## config.mk

```make
export PLATFORM = sky130hd
export DESIGN_NAME = pw_symbol_matcher
export DESIGN_NICKNAME = d
export VERILOG_FILES = /design/src/rtl/pwsm_pkg.sv /design/src/rtl/pwsm_window.sv /design/src/rtl/pwsm_score.sv /design/src/rtl/pwsm_decide.sv /design/src/rtl/pw_symbol_matcher.sv
export SDC_FILE = /design/constraint.sdc
export NUM_CORES = 1
export LEC_CHECK = 0
export BUFFER_PORTS_ARGS = -buffer_cell sky130_fd_sc_hd__buf_2
export CAP_MARGIN = 0
export CORE_MARGIN = 2
export CORE_UTILIZATION = 35
export CTS_CLUSTER_DIAMETER = 40
export DETAILED_ROUTE_END_ITERATION = 16
export GPL_TIMING_DRIVEN = 0
export RECOVER_POWER = 100
export SYNTH_ARGS = -nofsm -noshare
export SYNTH_HDL_FRONTEND = slang
export SYNTH_SLANG_ARGS = --single-unit
```

## constraint.sdc

```tcl
create_clock -name clk -period 2.1 [get_ports clk]
set_input_delay 0.315 -clock clk [delete_from_list [all_inputs] [get_ports clk]]
set_output_delay 0.315 -clock clk [all_outputs]
set_load 0.01 [all_outputs]
```

## src/rtl/pwsm_pkg.sv

```systemverilog
package pwsm_pkg;

  typedef enum logic [1:0] {
    SYM_ZERO = 2'b00,
    SYM_ONE  = 2'b01,
    SYM_POS  = 2'b10
  } sym_code_e;

  localparam int NUM_TMPL = 3;

endpackage

```

## src/rtl/pwsm_window.sv

```systemverilog
module pwsm_window #(
  parameter int CYC = 10
) (
  input  logic           clk,
  input  logic           rst_n,
  input  logic           cyc_valid,
  input  logic           cyc_hi,
  input  logic           sym_start,
  output logic [CYC-1:0] win,
  output logic           win_done
);

  localparam int IDXW = $clog2(CYC);
  localparam logic [IDXW-1:0] LAST = IDXW'(CYC - 1);

  logic [CYC-2:0]  hist_q, hist_d;
  logic [IDXW-1:0] idx_q, idx_d;
  logic            aligned_q, aligned_d;

  logic            take;
  logic            restart;
  logic [IDXW-1:0] pos_now;

  always_comb begin
    restart   = cyc_valid & sym_start;
    take      = cyc_valid & (sym_start | aligned_q);
    pos_now   = restart ? '0 : idx_q;
    win       = {hist_q, cyc_hi};
    win_done  = take & (pos_now == LAST);
    hist_d    = hist_q;
    idx_d     = idx_q;
    aligned_d = aligned_q | restart;
    if (take) begin
      hist_d = {hist_q[CYC-3:0], cyc_hi};
      idx_d  = win_done ? '0 : IDXW'(pos_now + 1'b1);
    end
  end

  always_ff @(posedge clk or negedge rst_n) begin
    if (!rst_n) begin
      hist_q    <= '0;
      idx_q     <= '0;
      aligned_q <= 1'b0;
    end else begin
      hist_q    <= hist_d;
      idx_q     <= idx_d;
      aligned_q <= aligned_d;
    end
  end

  // the cycle index always stays inside one window
  p_idx_range_r4: assert property (@(posedge clk) disable iff (!rst_n)
    idx_q < IDXW'(CYC));

  // nothing is collected before the first alignment marker
  p_idle_unaligned_r2: assert property (@(posedge clk) disable iff (!rst_n)
    (!aligned_q && !sym_start) |=> (idx_q == $past(idx_q)));

endmodule

```

## src/rtl/pwsm_score.sv

```systemverilog
module pwsm_score #(
  parameter int CYC = 10,
  parameter int HI  = 2,
  parameter int SW  = 4
) (
  input  logic [CYC-1:0] win,
  output logic [SW-1:0]  score
);

  logic [CYC-1:0] tmpl;
  logic [CYC-1:0] diff;

  // first arrived cycle sits in the MSB, so the high run fills the top bits
  for (genvar j = 0; j < CYC; j++) begin : g_tmpl
    assign tmpl[j] = ((CYC - 1 - j) < HI);
  end

  always_comb begin
    int miss;
    diff = win ^ tmpl;
    miss = 0;
    for (int k = 0; k < CYC; k++) begin
      miss = miss + int'(diff[k]);
    end
    score = SW'(CYC - miss);
  end

endmodule

```

## src/rtl/pwsm_decide.sv

```systemverilog
module pwsm_decide
  import pwsm_pkg::*;
#(
  parameter int SW = 4
) (
  input  logic          clk,
  input  logic          rst_n,
  input  logic          win_done,
  input  logic [SW-1:0] sc_zero,
  input  logic [SW-1:0] sc_one,
  input  logic [SW-1:0] sc_pos,
  output logic          sym_valid,
  output logic [1:0]    sym_code,
  output logic [SW-1:0] sym_score,
  output logic          frame_start
);

  sym_code_e     best_code;
  logic [SW-1:0] best_score;

  logic          valid_q, valid_d;
  sym_code_e     code_q, code_d;
  logic [SW-1:0] score_q, score_d;
  logic          prev_pos_q, prev_pos_d;
  logic          frame_q, frame_d;

  always_comb begin
    if ((sc_one >= sc_zero) && (sc_one >= sc_pos)) begin
      best_code  = SYM_ONE;
      best_score = sc_one;
    end else if (sc_zero >= sc_pos) begin
      best_code  = SYM_ZERO;
      best_score = sc_zero;
    end else begin
      best_code  = SYM_POS;
      best_score = sc_pos;
    end
  end

  always_comb begin
    valid_d    = win_done;
    code_d     = code_q;
    score_d    = score_q;
    prev_pos_d = prev_pos_q;
    frame_d    = 1'b0;
    if (win_done) begin
      code_d     = best_code;
      score_d    = best_score;
      prev_pos_d = (best_code == SYM_POS);
      frame_d    = (best_code == SYM_POS) & prev_pos_q;
    end
  end

  always_ff @(posedge clk or negedge rst_n) begin
    if (!rst_n) begin
      valid_q    <= 1'b0;
      code_q     <= SYM_ZERO;
      score_q    <= '0;
      prev_pos_q <= 1'b0;
      frame_q    <= 1'b0;
    end else begin
      valid_q    <= valid_d;
      code_q     <= code_d;
      score_q    <= score_d;
      prev_pos_q <= prev_pos_d;
      frame_q    <= frame_d;
    end
  end

  assign sym_valid   = valid_q;
  assign sym_code    = code_q;
  assign sym_score   = score_q;
  assign frame_start = frame_q;

  // one pulse per completed window, in the following clock
  p_pulse_after_done_r4: assert property (@(posedge clk) disable iff (!rst_n)
    win_done |=> sym_valid);
  p_quiet_without_done_r4: assert property (@(posedge clk) disable iff (!rst_n)
    !win_done |=> !sym_valid);

  // the unused code never leaves the block
  p_code_legal_r5: assert property (@(posedge clk) disable iff (!rst_n)
    sym_valid |-> (sym_code != 2'b11));

  // the reported score is the best of the three
  p_best_score_r6: assert property (@(posedge clk) disable iff (!rst_n)
    win_done |=> ((sym_score >= $past(sc_zero)) && (sym_score >= $past(sc_one))
                  && (sym_score >= $past(sc_pos))));

  // frame flag only rides on a position marker pulse
  p_frame_on_pos_r9: assert property (@(posedge clk) disable iff (!rst_n)
    frame_start |-> (sym_valid && (sym_code == SYM_POS)));

  // result holds between pulses
  p_hold_r10: assert property (@(posedge clk) disable iff (!rst_n)
    !win_done |=> ($stable(sym_code) && $stable(sym_score)));

endmodule

```

## src/rtl/pw_symbol_matcher.sv

```systemverilog
module pw_symbol_matcher
  import pwsm_pkg::*;
#(
  parameter int CYC_PER_SYM = 10,
  parameter int ZERO_HI     = 2,
  parameter int ONE_HI      = 5,
  parameter int POS_HI      = 8,
  parameter int SCORE_W     = $clog2(CYC_PER_SYM + 1)
) (
  input  logic               clk,
  input  logic               rst_n,
  input  logic               cyc_valid,
  input  logic               cyc_hi,
  input  logic               sym_start,
  output logic               sym_valid,
  output logic [1:0]         sym_code,
  output logic [SCORE_W-1:0] sym_score,
  output logic               frame_start
);

  localparam int HI_TAB [NUM_TMPL] = '{ZERO_HI, ONE_HI, POS_HI};

  logic [1:0] rst_sync_q;
  logic       rst_n_s;

  always_ff @(posedge clk or negedge rst_n) begin
    if (!rst_n) rst_sync_q <= 2'b00;
    else        rst_sync_q <= {rst_sync_q[0], 1'b1};
  end
  assign rst_n_s = rst_sync_q[1];

  logic [CYC_PER_SYM-1:0] win;
  logic                   win_done;
  logic [SCORE_W-1:0]     sc [NUM_TMPL];

  pwsm_window #(.CYC(CYC_PER_SYM)) u_window (
    .clk      (clk),
    .rst_n    (rst_n_s),
    .cyc_valid(cyc_valid),
    .cyc_hi   (cyc_hi),
    .sym_start(sym_start),
    .win      (win),
    .win_done (win_done)
  );

  // index order follows the code values: zero, one, position marker
  for (genvar g = 0; g < NUM_TMPL; g++) begin : g_score
    pwsm_score #(.CYC(CYC_PER_SYM), .HI(HI_TAB[g]), .SW(SCORE_W)) u_score (
      .win  (win),
      .score(sc[g])
    );
  end

  pwsm_decide #(.SW(SCORE_W)) u_decide (
    .clk        (clk),
    .rst_n      (rst_n_s),
    .win_done   (win_done),
    .sc_zero    (sc[0]),
    .sc_one     (sc[1]),
    .sc_pos     (sc[2]),
    .sym_valid  (sym_valid),
    .sym_code   (sym_code),
    .sym_score  (sym_score),
    .frame_start(frame_start)
  );

  // outputs quiet while the synchronized reset is held
  p_reset_quiet_r1: assert property (@(posedge clk)
    !rst_n_s |=> (!sym_valid && !frame_start));

endmodule

```

== Yosys cells after proc, flatten, opt, wreduce, memory -nomap -nowiden ==
Cells that the tools add are included.

* Add/subtract/negate cells: 26
* Magnitude comparators: 3
* Equal/unequal tests: 2
* Multiplexer cells: 7
* Bitwise operators: 9
* Reductions and logical operators: 1

{| class="wikitable"
|+ Operators with widths
! cell !! number
|-
| 4-bit by 2-bit adder with 4-bit output || 20
|-
| 4-bit 2-to-1 mux || 4
|-
| 4-bit >= comparator || 3
|-
| 4-bit subtractor, first input constant || 3
|-
| 8-bit NOT || 1
|-
| 5-bit NOT || 1
|-
| 4-bit by 1-bit adder with 4-bit output, second input constant || 1
|-
| 1-bit AND || 4
|-
| 4-bit equality test, second input constant || 1
|-
| 2-bit 2-to-1 mux || 2
|-
| 2-bit by 1-bit adder with 3-bit output || 1
|-
| 1-bit by 1-bit adder with 2-bit output || 1
|-
| 2-bit equality test, second input constant || 1
|-
| 2-bit NOT || 1
|-
| 1-bit bitwise OR || 2
|-
| 1-bit logical AND || 1
|-
| 1-bit 2-to-1 mux || 1
|}

* Register bits: 25
* Bits of input ports: 5
* Output and inout port bits: 8
* Logic and storage cells: 57

== Logic depth before layout (Yosys ltp) ==
* Word-level depth: 16
* Gate-level depth with buffers: 17
* Mapped depth without buffers: 17

== By module ==
From an unflattened synthesis, not the netlist that was laid out.

* Cell total of the unflattened synthesis: 208
* Area, all modules: 2165.8 µm²

{| class="wikitable"
|+ Modules (own cells, without submodules)
! module !! instances !! cells each !! area each (µm²) !! sequential area each (µm²)
|-
| pwsm_decide || 1 || 64 || 690.7 || 200.2
|-
| pwsm_window || 1 || 50 || 614.3 || 350.3
|-
| pwsm_score (g_score[0].u_score) || 1 || 32 || 275.3 || 0.0
|-
| pwsm_score (g_score[2].u_score) || 1 || 30 || 267.8 || 0.0
|-
| pwsm_score (g_score[1].u_score) || 1 || 29 || 264.0 || 0.0
|-
| pw_symbol_matcher || 1 || 3 || 53.8 || 50.0
|}

== Worst setup path after synthesis ==
OpenSTA, ideal clock, no wires.

* Path type: register -> register
* From: register u_window.hist_q[1]
* To: register u_decide.score_q[1] (netlist: u_decide.sym_score[1])
* Setup time: 126 ps
* Arrival time: 4288 ps
* Data required time: 1974 ps
* Path slack: -2314 ps
* Stages on the path, launching flop included: 18
* Buffers on the path: 0
* Period minus slack after synthesis: 4414 ps
* Path through: dfrtp_1 fa_1 inv_1 fa_1 fa_1 inv_1 ha_1 fa_1 inv_1 ha_1 xnor2_1 xnor2_1 inv_1 ha_1 a2111oi_1 a21oi_2 mux2i_1 a221o_1

* Longest elaborated chain between the ends: 13
* Elaborated cells between the ends (all ways): 31
* Those cells by class: 24 x add/sub; 3 x order compare; 2 x mux; 1 x bitwise; 1 x reduce/logical

{| class="wikitable"
|+ RTL lines
! item !! RTL line !! text
|-
| start: declaration || pwsm_window.sv:16 || <nowiki>logic [CYC-2:0] hist_q, hist_d;</nowiki>
|-
| start signal: assignment || pwsm_window.sv:45 || <nowiki>hist_q <= hist_d;</nowiki>
|-
| branches (longest 12 deep; another with 4-bit by 2-bit adder with 4-bit output) || -- ||
|-
| 4-bit 2-to-1 mux (*) || pwsm_decide.sv:28 || <nowiki>if ((sc_one >= sc_zero) && (sc_one >= sc_pos)) begin</nowiki>
|-
| end signal: assignment || pwsm_decide.sv:64 || <nowiki>score_q <= score_d;</nowiki>
|-
| end: declaration || pwsm_decide.sv:23 || <nowiki>logic [SW-1:0] score_q, score_d;</nowiki>
|}

Every way passes the cells marked *.
A chain may end at the register's enable or synchronous reset.

== Worst setup path in the final report ==
* From: register u_window.hist_q[1]
* To: register u_decide.score_q[3] (netlist: u_decide.sym_score[3])

Same word-level chain as after synthesis.

==> impl_results.md <==
- Status: finished, violations left
- Failing checks: setup timing
- RSZ-0062 raised after global routing: yes
- Clk slew on worst S/H paths: 0.09 ns
- First-pass DRT Iterations: 4
- Vias per Instance: 4.59
- CORE AREA: 5540 sq um
- Row count: 27
- DRT iter0 DRCs: 38
- CTS sink cnt: 24
- Slowest stage cell, crit path: fa_1
- Cell taking the most area after synthesis: dfrtp_1
- FF-to-FF Start: u_window.hist_q[1]$_DFFE_PN0P_
- Vias in the first global route: 1419
- Clk_skew: 0.00702 ns
- Worst hold path type: in -> reg
- CP Launch Type: register
- H-tree depth reported by CTS: 1
- Cell mode on critical path: inv_2
- First-pass GRT wire length: 6390 um
- Area contributors post-synth: dfrtp_1 30%, ha_1 19%, fa_1 13%, inv_1 7.6%, a2111oi_4 4.1%
- Synth Flop Type: dfrtp_1
- Detail Route Antenna Nets: 0
- ANT cells: 0
- DRC violations left: 0
- Final wirelength: 3650 um
- Fmax: 232 MHz
- Crit path kind: reg -> reg
- Buf/Inv on CP: 5
- CP Max Fanout: 6
- Critical path depth: 18
- Die W: 80.1 um
- Synthesized Nets: 243
- Vias: 1345
- Mapped Area: 2030 sq um
- Final worst slack: -2.22 ns
- Crit path capture type: register
- Synthesized instance count: 195
- Crit path cell chain: fa_1 -> inv_2 -> fa_2 -> fa_1 -> ha_2 -> inv_2 -> fa_2 -> inv_2 -> ha_4 -> xnor2_2 -> xnor2_2 -> buf_4 -> ha_4 -> a2111oi_4 -> a2111oi_4 -> buf_4 -> and3_1 -> a221o_1
- Worst reg2reg path depth: 18
- Warnings from Yosys: 0
- CTS tree: built
- Period utilization: 206%
- Delay-heaviest family, CP: adder cells
- Die area: 6420 sq um
- Max-slew violation count: 0
- Max_cap viols: 0
- Final hold vios: 0
- Total Routing Usage GR: 12.6%
- Most frequent cell after synthesis: inv_1
- Top-area cell type share of the netlist area: 29.6%
- IO Pins: 13
- Worst reg2reg endpoint: u_decide.sym_score[3]$_DFFE_PN0P_
- Final std cells w/o fill: 293
- Slew HR: 43.1%
- Slew @ Worst Pin: 0.853 ns
- Slowest cell delay on critical path: 0.52 ns
- Final min period: 4.32 ns
- Global route overflow: 0
- Syn_area_per_cell: 10.4 sq um
- Max Buffers Root-to-Sink: 2
- Register bit total from synthesis: 24
- Antenna violations before repair: 0
- Largest net degree at the start of global routing: 23
- Reg2Reg Setup Slack: -2.22 ns
- Nets@finish: 270
- Height of the die: 80.1 um
- Proportion of layout cells with a drive suffix above 1: 29.9%
- Worst setup endpoint: u_decide.sym_score[3]$_DFFE_PN0P_
- DR WL/cell: 12.5 um
- Number of synthesized flops with an enable pin: 0
- Critical Path Source: u_window.hist_q[1]$_DFFE_PN0P_
- Yosys cell types: 35
- Placed insts: 279
- Worst hold start: cyc_hi
- Setup-failing EPs final: 7
- Routability cong.: 0.764
- DP HPWL: 2870 um
- Critical Path RT: 2.26 ns
- PortBufs: 12
- Ys async rst share: 100%
- Total CTS buffers: 3
- Initial core utilization: 36.6%
- Arr. time, crit path: 4.47 ns
- Root buf cell: clkbuf_8
- Register area share after synthesis: 29.6%
- Worst skew pair latency: 0.27 ns
- Top cells by count, synth: 41 x inv_1, 30 x ha_1, 24 x dfrtp_1
- Area growth syn-to-layout: 23.4%
-- worst min-delay path by stage --
stage / endpoint / slack [ns] / cells past startpoint
3_3_place_gp: rst_sync_q[0]$_DFF_PN0_ / 0.10 / 1
2_1_floorplan: rst_sync_q[0]$_DFF_PN0_ / 0.02 / 0
4_1_cts: rst_sync_q[0]$_DFF_PN0_ / 0.34 / 2
3_5_place_dp: rst_sync_q[0]$_DFF_PN0_ / 0.10 / 1
5_1_grt: u_window.hist_q[0]$_DFFE_PN0P_ / 0.34 / 2
6_report: u_window.hist_q[0]$_DFFE_PN0P_ / 0.34 / 2
-- final cells by class --
type	count	area, sq um
buffer	4	22.5
clock buffer	3	41.3
clock inverter	1	30.0
fill	514	3040
inverter	42	158
multi-input combinational	125	1430
sequential	24	602
tap	72	90.1
timing repair buffer	22	130
-- per-stage QoR --
stage	setup slack, ns	cell area (sq um)	hold WS (ns)	TNS, ns	util [%]
5_1_grt	-2.35	2500	0.344	-15.81	45.1
2_1_floorplan	-2.14	2070	0.0194	-13.90	-
4_1_cts	-2.20	2460	0.340	-14.68	44.5
3_5_place_dp	-2.50	2220	0.102	-16.45	40.0
6_report	-2.22	2500	0.343	-14.71	45.1
3_3_place_gp	-2.49	2220	0.101	-16.40	40.0
-- cell families after synthesis --
logic type	after synthesis	share of synthesized area, %
AOI/OAI and AO/OA	26	11.7
xor gates and xnor gates	5	2.16
adders and majority gates	43	31.4
buffers and inverters	46	8.89
DFF	24	29.6
muxes	9	4.75
other	1	0.185
and+or+nand+nor	41	11.3
-- state kept, by name, summed over array words and instances (netlist names) --
signal	count
u_decide.sym_code	1
u_window.aligned_q	1
u_decide.sym_score	4
u_window.idx_q	4
u_decide.prev_pos_q	1
rst_sync_q	2
u_window.hist_q	9
u_decide.frame_start	1
u_decide.sym_valid	1
-- repair_timing --
item	CTS	global route
setup endpoints to repair	7	7
hold endpoints to repair	2	0
pin swaps	18	9
setup buffers	8	1
hold buffers	1	0
gates resized for setup	24	7
-- per-layer routing --
metal | vias to the layer above | share of wire [%] | track usage, %
li1 | 682 | - | -
met1 | 643 | 46 | 15.3
met2 | 18 | 50 | 22.9
met3 | 2 | 3.1 | 3.15
met4 | 0 | 0.47 | 2.03
met5 | - | 0 | 0
-- cell usage in the layout, fill, tap and decap left out, drive strengths merged, types with 6 or more instances in the layout --
| cell | synthesis | layout |
|---|---|---|
| nand2 | 19 | 19 |
| fa | 13 | 13 |
| nand2b | 6 | 6 |
| o21ai | 12 | 12 |
| dfrtp | 24 | 24 |
| clkbuf | 2 | 14 |
| inv | 42 | 42 |
| ha | 30 | 30 |
| buf | 2 | 14 |
Power is not shown: default switching activity piles up to over one toggle a cycle in this logic, so the estimate is an artifact.
